===== src/rtl/tec_pkg.sv =====
// Package: shared widths, register addresses and the external-path
// configuration record for the trigger-started external-edge counter.
package tec_pkg;

    localparam int FILT_W  = 4;                  // filter length field width
    localparam int PSC_W   = 2;                  // prescaler code width
    localparam int PDIV_W  = (1 << PSC_W) - 1;   // width of the edge divider
    localparam int ADDR_W  = 3;                  // register address width

    // Register addresses
    localparam logic [ADDR_W-1:0] A_RUN    = 3'd0;
    localparam logic [ADDR_W-1:0] A_SLAVE  = 3'd1;
    localparam logic [ADDR_W-1:0] A_EXTCFG = 3'd2;
    localparam logic [ADDR_W-1:0] A_TRGCFG = 3'd3;
    localparam logic [ADDR_W-1:0] A_FLAG   = 3'd4;
    localparam logic [ADDR_W-1:0] A_RELOAD = 3'd5;
    localparam logic [ADDR_W-1:0] A_COUNT  = 3'd6;

    // Slave-mode and trigger-source codes the block decodes
    localparam logic [2:0] MODE_TRIG_START = 3'b110;
    localparam logic [4:0] SRC_TRIG_PIN    = 5'b00101;

    // External-path configuration; bit order equals address 2 bits [7:0]
    typedef struct packed {
        logic              ext_en;
        logic              pol;
        logic [PSC_W-1:0]  presc;
        logic [FILT_W-1:0] filt;
    } ext_cfg_t;

endpackage


===== src/rtl/tec_sync.sv =====
// Module: multi-stage resynchronizer for one asynchronous level.
// Assumes STAGES >= 2; output is the last stage, reset low.
module tec_sync #(
    parameter int STAGES = 2
) (
    input  logic clk,
    input  logic rst_n,
    input  logic d,
    output logic q
);
    logic [STAGES-1:0] chain_q;

    // Shift the asynchronous level through the flop chain
    always_ff @(posedge clk) begin
        if (!rst_n) chain_q <= '0;
        else        chain_q <= {chain_q[STAGES-2:0], d};
    end

    assign q = chain_q[STAGES-1];
endmodule


===== src/rtl/tec_trig_edge.sv =====
// Module: trigger input edge detector. Resynchronizes the pin, then flags
// rising, falling or both edges according to the P/NP polarity bits.
// Assumes the pin is low during reset; P=0,NP=1 is treated as rising.
module tec_trig_edge #(
    parameter int SYNC_STAGES = 2
) (
    input  logic clk,
    input  logic rst_n,
    input  logic pin,
    input  logic pol_p,
    input  logic pol_np,
    output logic edge_o
);
    logic lvl_sync, lvl_d;
    logic rise, fall;

    tec_sync #(.STAGES(SYNC_STAGES)) u_sync (
        .clk(clk), .rst_n(rst_n), .d(pin), .q(lvl_sync)
    );

    // Hold the previous synchronized level for edge detection
    always_ff @(posedge clk) begin
        if (!rst_n) lvl_d <= 1'b0;
        else        lvl_d <= lvl_sync;
    end

    assign rise = lvl_sync & ~lvl_d;
    assign fall = ~lvl_sync & lvl_d;

    // Pick the qualifying edge set from the polarity bits
    always_comb begin
        unique case ({pol_p, pol_np})
            2'b10:   edge_o = fall;
            2'b11:   edge_o = rise | fall;
            default: edge_o = rise;
        endcase
    end
endmodule


===== src/rtl/tec_ext_cond.sv =====
// Module: external clock conditioning. Polarity inversion, resynchronizer,
// optional stability filter, rising-edge detector and edge prescaler.
// Emits a one-cycle tick per qualified edge. Assumes a write to the
// configuration register pulses cfg_wr, which restarts the prescaler phase.
module tec_ext_cond
    import tec_pkg::*;
#(
    parameter int SYNC_STAGES = 2
) (
    input  logic     clk,
    input  logic     rst_n,
    input  logic     pin,
    input  ext_cfg_t cfg,
    input  logic     cfg_wr,
    output logic     tick
);
    logic              lvl_sync;
    logic              filt_lvl_q;
    logic [FILT_W-1:0] stab_q;
    logic              lvl, lvl_d;
    logic              edge_det;
    logic [PDIV_W-1:0] psc_q, psc_mask;
    logic              psc_full;

    tec_sync #(.STAGES(SYNC_STAGES)) u_sync (
        .clk(clk), .rst_n(rst_n), .d(pin ^ cfg.pol), .q(lvl_sync)
    );

    // Accept a new level only after it has held for cfg.filt clocks
    always_ff @(posedge clk) begin
        if (!rst_n) begin
            filt_lvl_q <= 1'b0;
            stab_q     <= '0;
        end else if (cfg.filt == '0) begin
            filt_lvl_q <= lvl_sync;
            stab_q     <= '0;
        end else if (lvl_sync == filt_lvl_q) begin
            stab_q     <= '0;
        end else if (stab_q == cfg.filt - FILT_W'(1)) begin
            filt_lvl_q <= lvl_sync;
            stab_q     <= '0;
        end else begin
            stab_q     <= stab_q + FILT_W'(1);
        end
    end

    assign lvl = (cfg.filt == '0) ? lvl_sync : filt_lvl_q;

    // Hold the previous conditioned level for edge detection
    always_ff @(posedge clk) begin
        if (!rst_n) lvl_d <= 1'b0;
        else        lvl_d <= lvl;
    end

    assign edge_det = lvl & ~lvl_d;

    // Build the divider terminal mask from the prescaler code
    always_comb begin
        for (int i = 0; i < PDIV_W; i++) begin
            psc_mask[i] = (i < int'(cfg.presc));
        end
    end

    assign psc_full = (psc_q == psc_mask);

    // Count qualified edges; restart on a configuration write
    always_ff @(posedge clk) begin
        if (!rst_n || cfg_wr)              psc_q <= '0;
        else if (edge_det && cfg.ext_en)   psc_q <= psc_full ? '0 : psc_q + PDIV_W'(1);
    end

    assign tick = edge_det && cfg.ext_en && psc_full;
endmodule


===== src/rtl/trig_ext_counter.sv =====
// Module: trigger-started external-edge counter (top). Holds the register
// file, the slave-mode trigger decode and the counter with reload wrap.
// Assumes pins are low during reset and CNT_W >= 9 so slave fields fit.
module trig_ext_counter
    import tec_pkg::*;
#(
    parameter int CNT_W       = 16,
    parameter int SYNC_STAGES = 2
) (
    input  logic              clk,
    input  logic              rst_n,
    input  logic              ext_clk_pin,
    input  logic              trig_pin,
    input  logic              wr_en,
    input  logic [ADDR_W-1:0] wr_addr,
    input  logic [CNT_W-1:0]  wr_data,
    output logic [CNT_W-1:0]  count_o,
    output logic              run_o,
    output logic              trig_flag_o
);
    logic [CNT_W-1:0] cnt_q, reload_q;
    logic             run_q, flag_q;
    logic [2:0]       mode_q;
    logic [4:0]       src_q;
    ext_cfg_t         ext_q;
    logic             trg_p_q, trg_np_q;

    logic wr_run, wr_slave, wr_ext, wr_trg, wr_flag, wr_reload, wr_cnt;
    logic trig_edge, trig_hit, ext_tick, adv;

    // Address decode of the write port
    always_comb begin
        wr_run    = wr_en && (wr_addr == A_RUN);
        wr_slave  = wr_en && (wr_addr == A_SLAVE);
        wr_ext    = wr_en && (wr_addr == A_EXTCFG);
        wr_trg    = wr_en && (wr_addr == A_TRGCFG);
        wr_flag   = wr_en && (wr_addr == A_FLAG);
        wr_reload = wr_en && (wr_addr == A_RELOAD);
        wr_cnt    = wr_en && (wr_addr == A_COUNT);
    end

    // Configuration registers
    always_ff @(posedge clk) begin
        if (!rst_n) begin
            mode_q   <= '0;
            src_q    <= '0;
            ext_q    <= '0;
            trg_p_q  <= 1'b0;
            trg_np_q <= 1'b0;
            reload_q <= '1;
        end else begin
            if (wr_slave)  {src_q, mode_q} <= {wr_data[8:4], wr_data[2:0]};
            if (wr_ext)    ext_q           <= ext_cfg_t'(wr_data[7:0]);
            if (wr_trg)    {trg_np_q, trg_p_q} <= wr_data[1:0];
            if (wr_reload) reload_q        <= wr_data;
        end
    end

    tec_trig_edge #(.SYNC_STAGES(SYNC_STAGES)) u_trig (
        .clk(clk), .rst_n(rst_n), .pin(trig_pin),
        .pol_p(trg_p_q), .pol_np(trg_np_q), .edge_o(trig_edge)
    );

    tec_ext_cond #(.SYNC_STAGES(SYNC_STAGES)) u_ext (
        .clk(clk), .rst_n(rst_n), .pin(ext_clk_pin),
        .cfg(ext_q), .cfg_wr(wr_ext), .tick(ext_tick)
    );

    assign trig_hit = trig_edge && (mode_q == MODE_TRIG_START) && (src_q == SRC_TRIG_PIN);
    assign adv      = ext_tick && run_q;

    // Run bit: a trigger sets it, software may write it
    always_ff @(posedge clk) begin
        if (!rst_n)        run_q <= 1'b0;
        else if (trig_hit) run_q <= 1'b1;
        else if (wr_run)   run_q <= wr_data[0];
    end

    // Trigger flag: set by trigger, cleared by writing 0
    always_ff @(posedge clk) begin
        if (!rst_n)                     flag_q <= 1'b0;
        else if (trig_hit)              flag_q <= 1'b1;
        else if (wr_flag && !wr_data[0]) flag_q <= 1'b0;
    end

    // Counter: software load, else advance with wrap at reload
    always_ff @(posedge clk) begin
        if (!rst_n)      cnt_q <= '0;
        else if (wr_cnt) cnt_q <= wr_data;
        else if (adv)    cnt_q <= (cnt_q == reload_q) ? '0 : cnt_q + CNT_W'(1);
    end

    assign count_o     = cnt_q;
    assign run_o       = run_q;
    assign trig_flag_o = flag_q;
endmodule


===== config.mk =====
export PLATFORM = sky130hd
export DESIGN_NAME = trig_ext_counter
export DESIGN_NICKNAME = d
export VERILOG_FILES = /design/src/rtl/tec_pkg.sv /design/src/rtl/tec_sync.sv /design/src/rtl/tec_trig_edge.sv /design/src/rtl/tec_ext_cond.sv /design/src/rtl/trig_ext_counter.sv
export SDC_FILE = /design/constraint.sdc
export NUM_CORES = 1
export LEC_CHECK = 0
export BUFFER_PORTS_ARGS = -buffer_cell sky130_fd_sc_hd__buf_2
export CAP_MARGIN = 10
export CORE_ASPECT_RATIO = 1.5
export CORE_UTILIZATION = 58
export CTS_BUF_LIST = sky130_fd_sc_hd__clkbuf_4 sky130_fd_sc_hd__clkbuf_8 sky130_fd_sc_hd__clkbuf_16
export DETAILED_ROUTE_END_ITERATION = 12
export GPL_ROUTABILITY_DRIVEN = 0
export PLACE_DENSITY = 0.91
export SLEW_MARGIN = 20
export SYNTH_ARGS = -nofsm -noshare
export SYNTH_HDL_FRONTEND = slang
export SYNTH_SLANG_ARGS = --single-unit

===== constraint.sdc =====
create_clock -name clk -period 2.3 [get_ports clk]
set_input_delay 0.345 -clock clk [delete_from_list [all_inputs] [get_ports clk]]
set_output_delay 0.345 -clock clk [all_outputs]
set_load 0.005 [all_outputs]

# Word-level counts from Yosys, hierarchy flattened
# Index checks and enable logic that the tools add are counted.
word_totals:
  reg_bits: 66
  latch_bits: 0
  ramBits: 0
  mem_bits_ro: 0
  input_bits: 24
  out_inout_bits: 18
  mem_count: 0
op_classes:
  n_addsub: 4
  n_mul: 0
  n_div: 0
  n_lt_le_gt_ge: 3
  n_eq_ne: 15
  shift: 0
  n_mux: 13
  bitwise: 9
  reduce_logical: 24
op_table:
  columns: ["operator", "n"]
  rows:
  - ["$mux W16", 3]
  - ["$add A16 B1 Y16 const B", 1]
  - ["$eq A16 B16 Y1", 1]
  - ["$logic_and A1 B1 Y1", 13]
  - ["$eq A3 B3 Y1 const B", 4]
  - ["$mux W1", 8]
  - ["$reduce_bool A2 Y1", 4]
  - ["$eq A3 B2 Y1 const B", 2]
  - ["$eq A5 B3 Y1 const B", 1]
  - ["$add A4 B1 Y4 const B", 1]
  - ["$eq A2 B2 Y1 const B", 2]
  - ["$eq A4 B4 Y1", 1]
  - ["$logic_not A4 Y1", 1]
  - ["$lt A1 B2 Y1 const A", 2]
  - ["$not A1 Y1", 4]
  - ["$reduce_or A4 Y1", 1]
  - ["$sub A4 B1 Y4 const B", 1]
  - ["$add A3 B1 Y3 const B", 1]
  - ["$and A1 B1 Y1", 3]
  - ["$eq A3 B1 Y1 const B", 1]
  - ["$eq A3 B3 Y1", 1]
  - ["$logic_not A3 Y1", 1]
  - ["$mux W3", 1]
  - ["$logic_not A1 Y1", 2]
  - ["8 further kinds", 8]

# Logic depth before layout (Yosys ltp)
# Gate-level depths: netlist (run 1).
depth:
  depth_word: 8
  depth_mapped: 8

# Modules after synthesis
# Synthesis (run 1) repeated with hierarchy kept, for this count alone.
hier_totals:
  cells_unflattened: 396
  hier_area_um2: 3382.0
modules_own_cells:
  columns: ["mod", "instances", "cells_each", "area_each_um2", "seq_area_each_um2"]
  rows:
  - ["trig_ext_counter", 1, 317, 2638.8, 1041.0]
  - ["tec_ext_cond", 1, 61, 556.8, 180.2]
  - ["tec_sync", 2, 4, 52.6, 40.0]
  - ["tec_trig_edge", 1, 10, 81.3, 20.0]

# Least setup slack after synthesis (run 1)
# OpenSTA, ideal clock, no wires.
synth_path:
  path_kind: "reg2reg"
  start: "reg ext_q[0] (netlist name)"
  end: "reg cnt_q[9] (netlist: count_o[9])"
  setup_time_ps: 122
  t_arrival_ps: 1824
  setup_slack_ps: 354
  stages_incl_launch_ff: 9
  n_path_buf: 1
  period_less_slack_ps: 1946
  cell_sequence: "dfxtp_1 inv_1 ha_1 nor3b_2 mux2i_1 o211ai_2 buf_6 a21oi_2 o22ai_2"
synth_via:
  elab_chain_cells: 7
synth_rtl:
  columns: ["element", "line_no", "rtl"]
  rows:
  - ["start: declaration", "trig_ext_counter.sv:25", "ext_cfg_t ext_q;"]
  - ["start signal: assignment", "trig_ext_counter.sv:53", "if (wr_ext) ext_q <= ext_cfg_t'(wr_data[7:0]);"]
  - ["$logic_not A4 Y1", "tec_ext_cond.sv:47", "assign lvl = (cfg.filt == '0) ? lvl_sync : filt_lvl_q;"]
  - ["$mux W1", "tec_ext_cond.sv:47", null]
  - ["$and A1 B1 Y1", "tec_ext_cond.sv:55", "assign edge_det = lvl & ~lvl_d;"]
  - ["$logic_and A1 B1 Y1 (2 in a row)", "tec_ext_cond.sv:72", "assign tick = edge_det && cfg.ext_en && psc_full;"]
  - ["$logic_and A1 B1 Y1", "trig_ext_counter.sv:70", "assign adv = ext_tick && run_q;"]
  - ["$reduce_bool A2 Y1 (no line)", null, null]
  - ["end signal: assignment", "trig_ext_counter.sv:89", "else if (wr_cnt) cnt_q <= wr_data;"]
  - ["end signal: assignment", "trig_ext_counter.sv:90", "else if (adv) cnt_q <= (cnt_q == reload_q) ? '0 : cnt_q + CNT_W'(1);"]
  - ["end: declaration", "trig_ext_counter.sv:21", "logic [CNT_W-1:0] cnt_q, reload_q;"]
# Every way passes these cells.
# A chain may end at the register's enable or synchronous reset.

# Final worst setup path (run 1)
layout_path:
  start: "reg ext_q[0] (netlist name)"
  end: "reg cnt_q[13] (netlist: count_o[13])"
# Same word-level chain as after synthesis.

==> results.md, run 1 <==
* WP data arrival at 2360 ps
* Clock share of power at 0.390
* Crit path buffers/inverters at 2
* Number of buffers created by CTS at 9
* MaxCap Viol Count at 0
* Worst path depth at 8
* TNS Setup at 0 ps
* Share of flip-flops with an asynchronous set or reset at 0
* Peak supply drop at 0.3495 mV
* Overall routing resource usage at 0.3122
* Die Y at 95.90 um
* Cell Pwr Density at 582.4 nW/um2
* Post-DP Area at 3679 um2
* Starting Density at 0.6117
* Slowest stage delay, CP at 360 ps
* Worst-skew pair later-pin latency at 360 ps
* Die footprint at 6195 um2
* Crit-path max FO at 17
* Critical path type: reg -> reg
* Cell taking the most area after synthesis: dfxtp_1
* Critical path endpoint category: flop
* Post-synth EDFFs at 0
* Initial antenna violation count at 0
* Global-route wire length before repair at 14480 um
* Comb pwr share at 0.080
* Crit-path leading delay family: compound AO/OA/AOI/OAI gates
* Vias per std cell at 6.197
* GR Overflow Total at 0
* Final ANT Viol Nets at 0
* CTS tree: done
* Psw at between 500 and 600 uW
* Worst r2r path cells at 8
* Syn Inst Count at 405
* Area contributors post-synth: dfxtp_1 39%, nand2_1 9.7%, xor2_1 6.2%
* Synth top cells by count: 88 x nand2_1, 66 x dfxtp_1, 30 x nand3_1, 24 x xor2_1, 18 x a21boi_0
* Avg Cell Area, Syn at 8.419 um2
* Net count, final at 477
* RR Startpoint: ext_q[0]
* Initial drt markers at 209
* Worst Path Required at 2540 ps
* Outcome: finished, final reports clean
* Clock buffer depth at 2
* Pin count of the biggest net entering global routing at 44
* Static Leakage at roughly 1.5 nW
* Post-route cell area at roughly 3900 um2
* Most frequent cell after synthesis: nand2_1
* Syn-to-layout area delta at 13.32%
* Measured slew at the worst slew-check pin at 670.5 ps
* CP max-delay cell: nor3b_4
* Std-Cell Rows at 33
* Worst slew margin relative to its limit at 0.5518
* Clk pin slew, worst setup/hold paths at ~70 ps
* Sw Ratio at 0.2449
* Root Driver: clkbuf_8
* Critical path startpoint: ext_q[0]
* Cell Chain, Critical Path: inv_1 -> ha_1 -> nor3b_4 -> mux2i_4 -> o211ai_2 -> buf_4 -> a22oi_1 -> o211ai_1
* Seq cells post-synth at 66
* Final Max Tran Viols at 0
* Core area at 5574 um2
* Int Pwr at around 1.7 mW
* 1st-pass router iterations at 5
* Multi-input gate area at 1986 um2
* # IOs at 42
* Synth warn at 0
* Reg power frac at 0.531
* Post-route minimum period at ~2100 ps
* Setup crit end: count_o[13]
* Share of layout cells above drive strength 1 at 0.2071
* Sequential fraction of the synthesis area at 0.3875
* Final period utilization at 0.9217
* Detailed placement HPWL at around 6200 um
* DRC at 0
* Netlist Area Pre-Place at 3410 um2
* Via count at approximately 3200
* Top cell type's share of synthesized area at 0.3875
* Synth cell types at between 50 and 60
* HP Class: in -> reg
* Peak Freq at 471.7 MHz
* Startpoint Class: flop
* Fill count at between 400 and 500
* Avg WL per Cell at 17.44 um
* CTS H-tree lvls at 3
* Port bufs at a little over 40
* Hold-fix buffers, CTS at 0
* Top FF cell, synth: dfxtp_1
* # setup viols final at 0
* R2r endpoint: count_o[13]
* Ant diodes at 0
* Final Hold Viols at 0
* Reg2Reg Setup Slack at ~180 ps
* Storage element area at roughly 1300 um2
* Syn_nets at 435
* Die W at 64.60 um
* Vias in the first global route at 3171
* RSZ-0062 raised after global routing: false
* Final Core Density at 0.6932
* Clock skew at 9.506 ps
* Final WL at 9053 um
* Clk sink count at 66
-- power groups by stage --
stage | registers, mW | clock network [mW] | logic, mW
after floorplan | 1.21 | 0 | 0.102
after global placement | 1.22 | 0 | 0.163
after detailed placement | 1.22 | 0 | 0.172
after CTS | 1.19 | 0.877 | 0.174
after global routing | 1.20 | 0.920 | 0.195
final | 1.19 | 0.877 | 0.179
-- layout make-up --
class                      count  area share
tap                           70     0.02267
multi-input combinational    312      0.5139
clock buffer                  13     0.04307
timing repair buffer          50     0.07060
inverter                       8    0.007772
sequential                    66      0.3420
-- worst reg2reg max path: stages, from the launching register on --
cell      delay (ps)
dfxtp_1          340
inv_1             70
ha_1             200
nor3b_4          360
mux2i_4          350
o211ai_2         120
buf_4            230
a22oi_1          220
o211ai_1         110
-- flip-flops by register name, indices dropped and copies added, names as in the netlist --
name,cells
u_trig.lvl_d,1
trg_np_q,1
count_o,16
trg_p_q,1
u_ext.stab_q,4
u_ext.u_sync.chain_q,2
mode_q,3
u_ext.filt_lvl_q,1
run_o,1
reload_q,16
u_ext.psc_q,3
u_trig.u_sync.chain_q,2
trig_flag_o,1
src_q,5
ext_q,8
u_ext.lvl_d,1
-- through the flow --
step	hold WS (ps)	total power, mW	cells	setup slack (ps)
after floorplan	411.9	1.314	405	353.7
after global placement	416.5	1.380	506	225.8
after detailed placement	425.8	1.390	506	66.29
after CTS	195.0	2.243	519	67.54
after global routing	220.3	2.310	519	28.48
final	200.5	2.250	519	180.1
-- layout by cell type, fill, tap and decap left out, types with 11 or more instances in the layout --
cell type   n
a21oi_1    11
dfxtp_1    66
buf_2      41
clkbuf_8   11
xor2_1     24
a21boi_0   18
nand3_1    30
nor2_1     13
nand2_1    88
nor3_1     13
-- logic make-up (layout without fill, tap and decap cells) --
| kind of cell | after synthesis | count (layout) | synth area share |
|---|---|---|---|
| fa+ha+maj | 6 | 6 | 0.02202 |
| mux | 7 | 7 | 0.02092 |
| compound gates | 80 | 80 | 0.1941 |
| xor+xnor | 27 | 27 | 0.06936 |
| buf+inv | 27 | 71 | 0.03559 |
| simple gates | 192 | 192 | 0.2705 |
| flops | 66 | 66 | 0.3875 |
-- layer usage --
| metal | part of all wire | track usage | wire (um) |
|---|---|---|---|
| met1 | 0.38 | 0.3211 | 3447 |
| met2 | 0.50 | 0.5535 | 4494 |
| met3 | 0.068 | 0.07701 | 617 |
| met4 | 0.054 | 0.2130 | 493 |
| met5 | 0 | 0 | 0 |
-- how the worst min path moves through the flow --
| stage | slack (ps) | cells after the start | to | startpoint |
|---|---|---|---|---|
| after floorplan | 410 | 1 | u_ext.u_sync.chain_q[1] | u_ext.u_sync.chain_q[0] |
| after global placement | 420 | 1 | u_trig.u_sync.chain_q[1] | u_trig.u_sync.chain_q[0] |
| after detailed placement | 430 | 1 | u_trig.u_sync.chain_q[1] | u_trig.u_sync.chain_q[0] |
| after CTS | 200 | 2 | u_trig.u_sync.chain_q[0] | trig_pin |
| after global routing | 220 | 2 | u_trig.u_sync.chain_q[0] | trig_pin |
| final | 200 | 2 | u_trig.u_sync.chain_q[0] | trig_pin |
-- what timing repair did --
| action | CTS | global route |
|---|---|---|
| setup endpoints to repair | 0 | 4 |
| setup buffers | 0 | 0 |
| resized for setup | 0 | 3 |
| hold endpoints to repair | 0 | 0 |
Note: power is estimated with default switching activity, not from simulation.
==> run 2: changes to the inputs <==
Settings changed: BUFFER_PORTS_ARGS -buffer_cell sky130_fd_sc_hd__buf_2 to not set, CORE_UTILIZATION 58 to 63, DONT_BUFFER_PORTS set to 1, GPL_ROUTABILITY_DRIVEN 0 to not set, PLACE_DENSITY 0.91 to 0.9.
==> run 2 against run 1 <==
Global-route usage increased by 2.9 points; power decreased by 0.90%; clock skew decreased by 1.9 ps; maximum frequency decreased by 2.2%.
==> results.md, run 2 (synthesis gave the netlist of run 1 again) <==
* Outcome: finished, final reports clean
* Initial antenna violation count at 0 (unchanged)
* Commonest non-fill, non-tap cell in the layout: nand2_1
* Cell Pwr Density at 599.5 nW/um2 (+2.9%)
* Core area at 5165 um2 (-7.3%)
* Worst-skew pair later-pin latency at 350 ps (about the same)
* Critical path startpoint: ext_q[0]
* Critical path type: reg -> reg
* Placement Setup Slack at 186.4 ps (+120.1 ps)
* Final WL at 8724 um (-3.6%)
* Setup Buffers After CTS at 0 (unchanged)
* Final worst slack at 131.5 ps (-48.61 ps)
* Measured slew at the worst slew-check pin at 718.8 ps (+48.36 ps)
* Clk pin slew, worst setup/hold paths at 70 ps (about the same)
* MaxCap Viol Count at 0 (unchanged)
* Starting Density at 0.6601 (+0.04845)
* Avg WL per Cell at 17.91 um (+2.7%)
* Clock buffer depth at 2 (unchanged)
* Worst Path Required at 2540 ps (about the same)
* WP data arrival at 2400 ps (+40 ps)
* DRC at 0 (unchanged)
* Final Wtd Congestion at 0.9656
* Final ANT Viol Nets at 0 (unchanged)
* CTS tree: done
* Pin count of the biggest net entering global routing at 52 (+18%)
* Std-Cell Rows at 32 (-3.0%)
* Post-route minimum period at 2169 ps (+48.61 ps)
* Peak supply drop at 0.4789 mV (+37%)
* Final Hold Viols at 0 (unchanged)
* Detailed placement HPWL at 6305 um (+0.90%)
* Critical path endpoint category: flop
* GR Overflow Total at 0 (unchanged)
* Post-DP Area at 3531 um2 (-4.0%)
* Die W at 62.07 um (-3.9%)
* Peak Freq at 461.1 MHz (-2.2%)
* Root Driver: clkbuf_8
* Global-route wire length before repair at 14050 um (-3.0%)
* 1st-pass router iterations at 6 (+1)
* Vias in the first global route at 3069 (-3.2%)
* Final period utilization at 0.9428 (+0.02114)
* Die footprint at 5716 um2 (-7.7%)
* RSZ-0062 raised after global routing: false
* CTS H-tree lvls at 3 (unchanged)
* Reg power frac at 0.535 (+0.004)
* # IOs at 42 (unchanged)
* Hold-fix buffers, CTS at 0 (unchanged)
* Port bufs at 0 (-100%)
* # setup viols final at 0 (unchanged)
* RR Startpoint: ext_q[0]
* Net count, final at 444 (-6.9%)
* Startpoint Class: flop
* Overall routing resource usage at 0.3416 (+0.02938)
* Sw Ratio at 0.2476 (+0.002736)
* Post-route cell area at 3720 um2 (-3.7%)
* Via count at 3038 (-5.5%)
* Final Core Density at 0.7202 (+0.02705)
* Number of buffers created by CTS at 9 (unchanged)
* Final Max Tran Viols at 0 (unchanged)
* Share of layout cells above drive strength 1 at 0.1480 (-0.05916)
* PostCTS Resize Cnt at 0 (unchanged)
* Most frequent cells in the layout: 88 x nand2_1, 66 x dfxtp_1, 30 x nand3_1
* Hold slack at 79.40 ps (-121.0 ps)
* Psw at 552.2 uW (+0.20%)
* TNS Setup at 0 ps (unchanged)
* Initial drt markers at 284 (+36%)
* Clock skew at 7.624 ps (-1.882 ps)
* Crit-path max FO at 9 (-8)
* Comb pwr share at 0.054 (-0.026)
* HP Class: in -> reg
* Static Leakage at 1.334 nW (-9.9%)
* Syn-to-layout area delta at 9.101%
* Clk sink count at 66 (unchanged)
* HP Start: rst_n
* Int Pwr at 1.678 mW (-1.3%)
* Ant diodes at 0 (unchanged)
* Clock share of power at 0.411 (+0.021)
* Die Y at 92.10 um (-4.0%)
* Vias per std cell at 6.238 (+0.67%)
* Worst slew margin relative to its limit at 0.5194 (-0.03233)
## run 2: changes by cell type in the layout (fill, tap and decap cells not counted), moves of 2 or more
cell,change
buf_2,-41
buf_4,+8
clkbuf_4,-2
clkinvlp_4,+2
## run 2: per-stage QoR
step                instances  total power [mW]
global placement          471             1.332
detailed placement        471             1.338
finish                    487             2.230
floorplan                 405             1.314
CTS                       487             2.249
global route              487             2.307
## run 2: worst paths after layout
kind	endpoint	slack (ps)	cells past startpoint
max reg2reg	count_o[6]	130	8
max	count_o[6]	130	8
min	reload_q[12]	80	1
min reg2reg	u_trig.u_sync.chain_q[1]	440	1
## run 2: area by class of cell
class                           count  area, um2
Sequential cell                    66       1321
Fill cell                         382       1445
Clock buffer                       11      151.4
Multi-Input combinational cell    312       1967
Timing Repair Buffer               17      127.6
Inverter                            8      30.03
Tap cell                           68      85.08
Clock inverter                      5      37.54
## run 2: layer usage
metal | track usage | share of wire
met1 | 0.3550 | 0.36
met2 | 0.5541 | 0.51
met3 | 0.1142 | 0.086
met4 | 0.2259 | 0.051
met5 | 0 | 0
## run 2: power groups by stage
stage          clock network [mW]  registers [mW]  logic, mW
2_1_floorplan                   0            1.21      0.102
3_3_place_gp                    0            1.22      0.115
3_5_place_dp                    0            1.22      0.120
4_1_cts                     0.936            1.19      0.121
5_1_grt                     0.978            1.19      0.135
6_report                    0.916            1.19      0.121
## run 2: worst max-delay path: stages, from the launching register on
cell and delay [ps]:
dfxtp_1 340, inv_1 60, ha_1 160, nor3b_2 350, mux2i_1 330, o211ai_2 310
buf_4 270, a21oi_1 140, o32ai_1 90
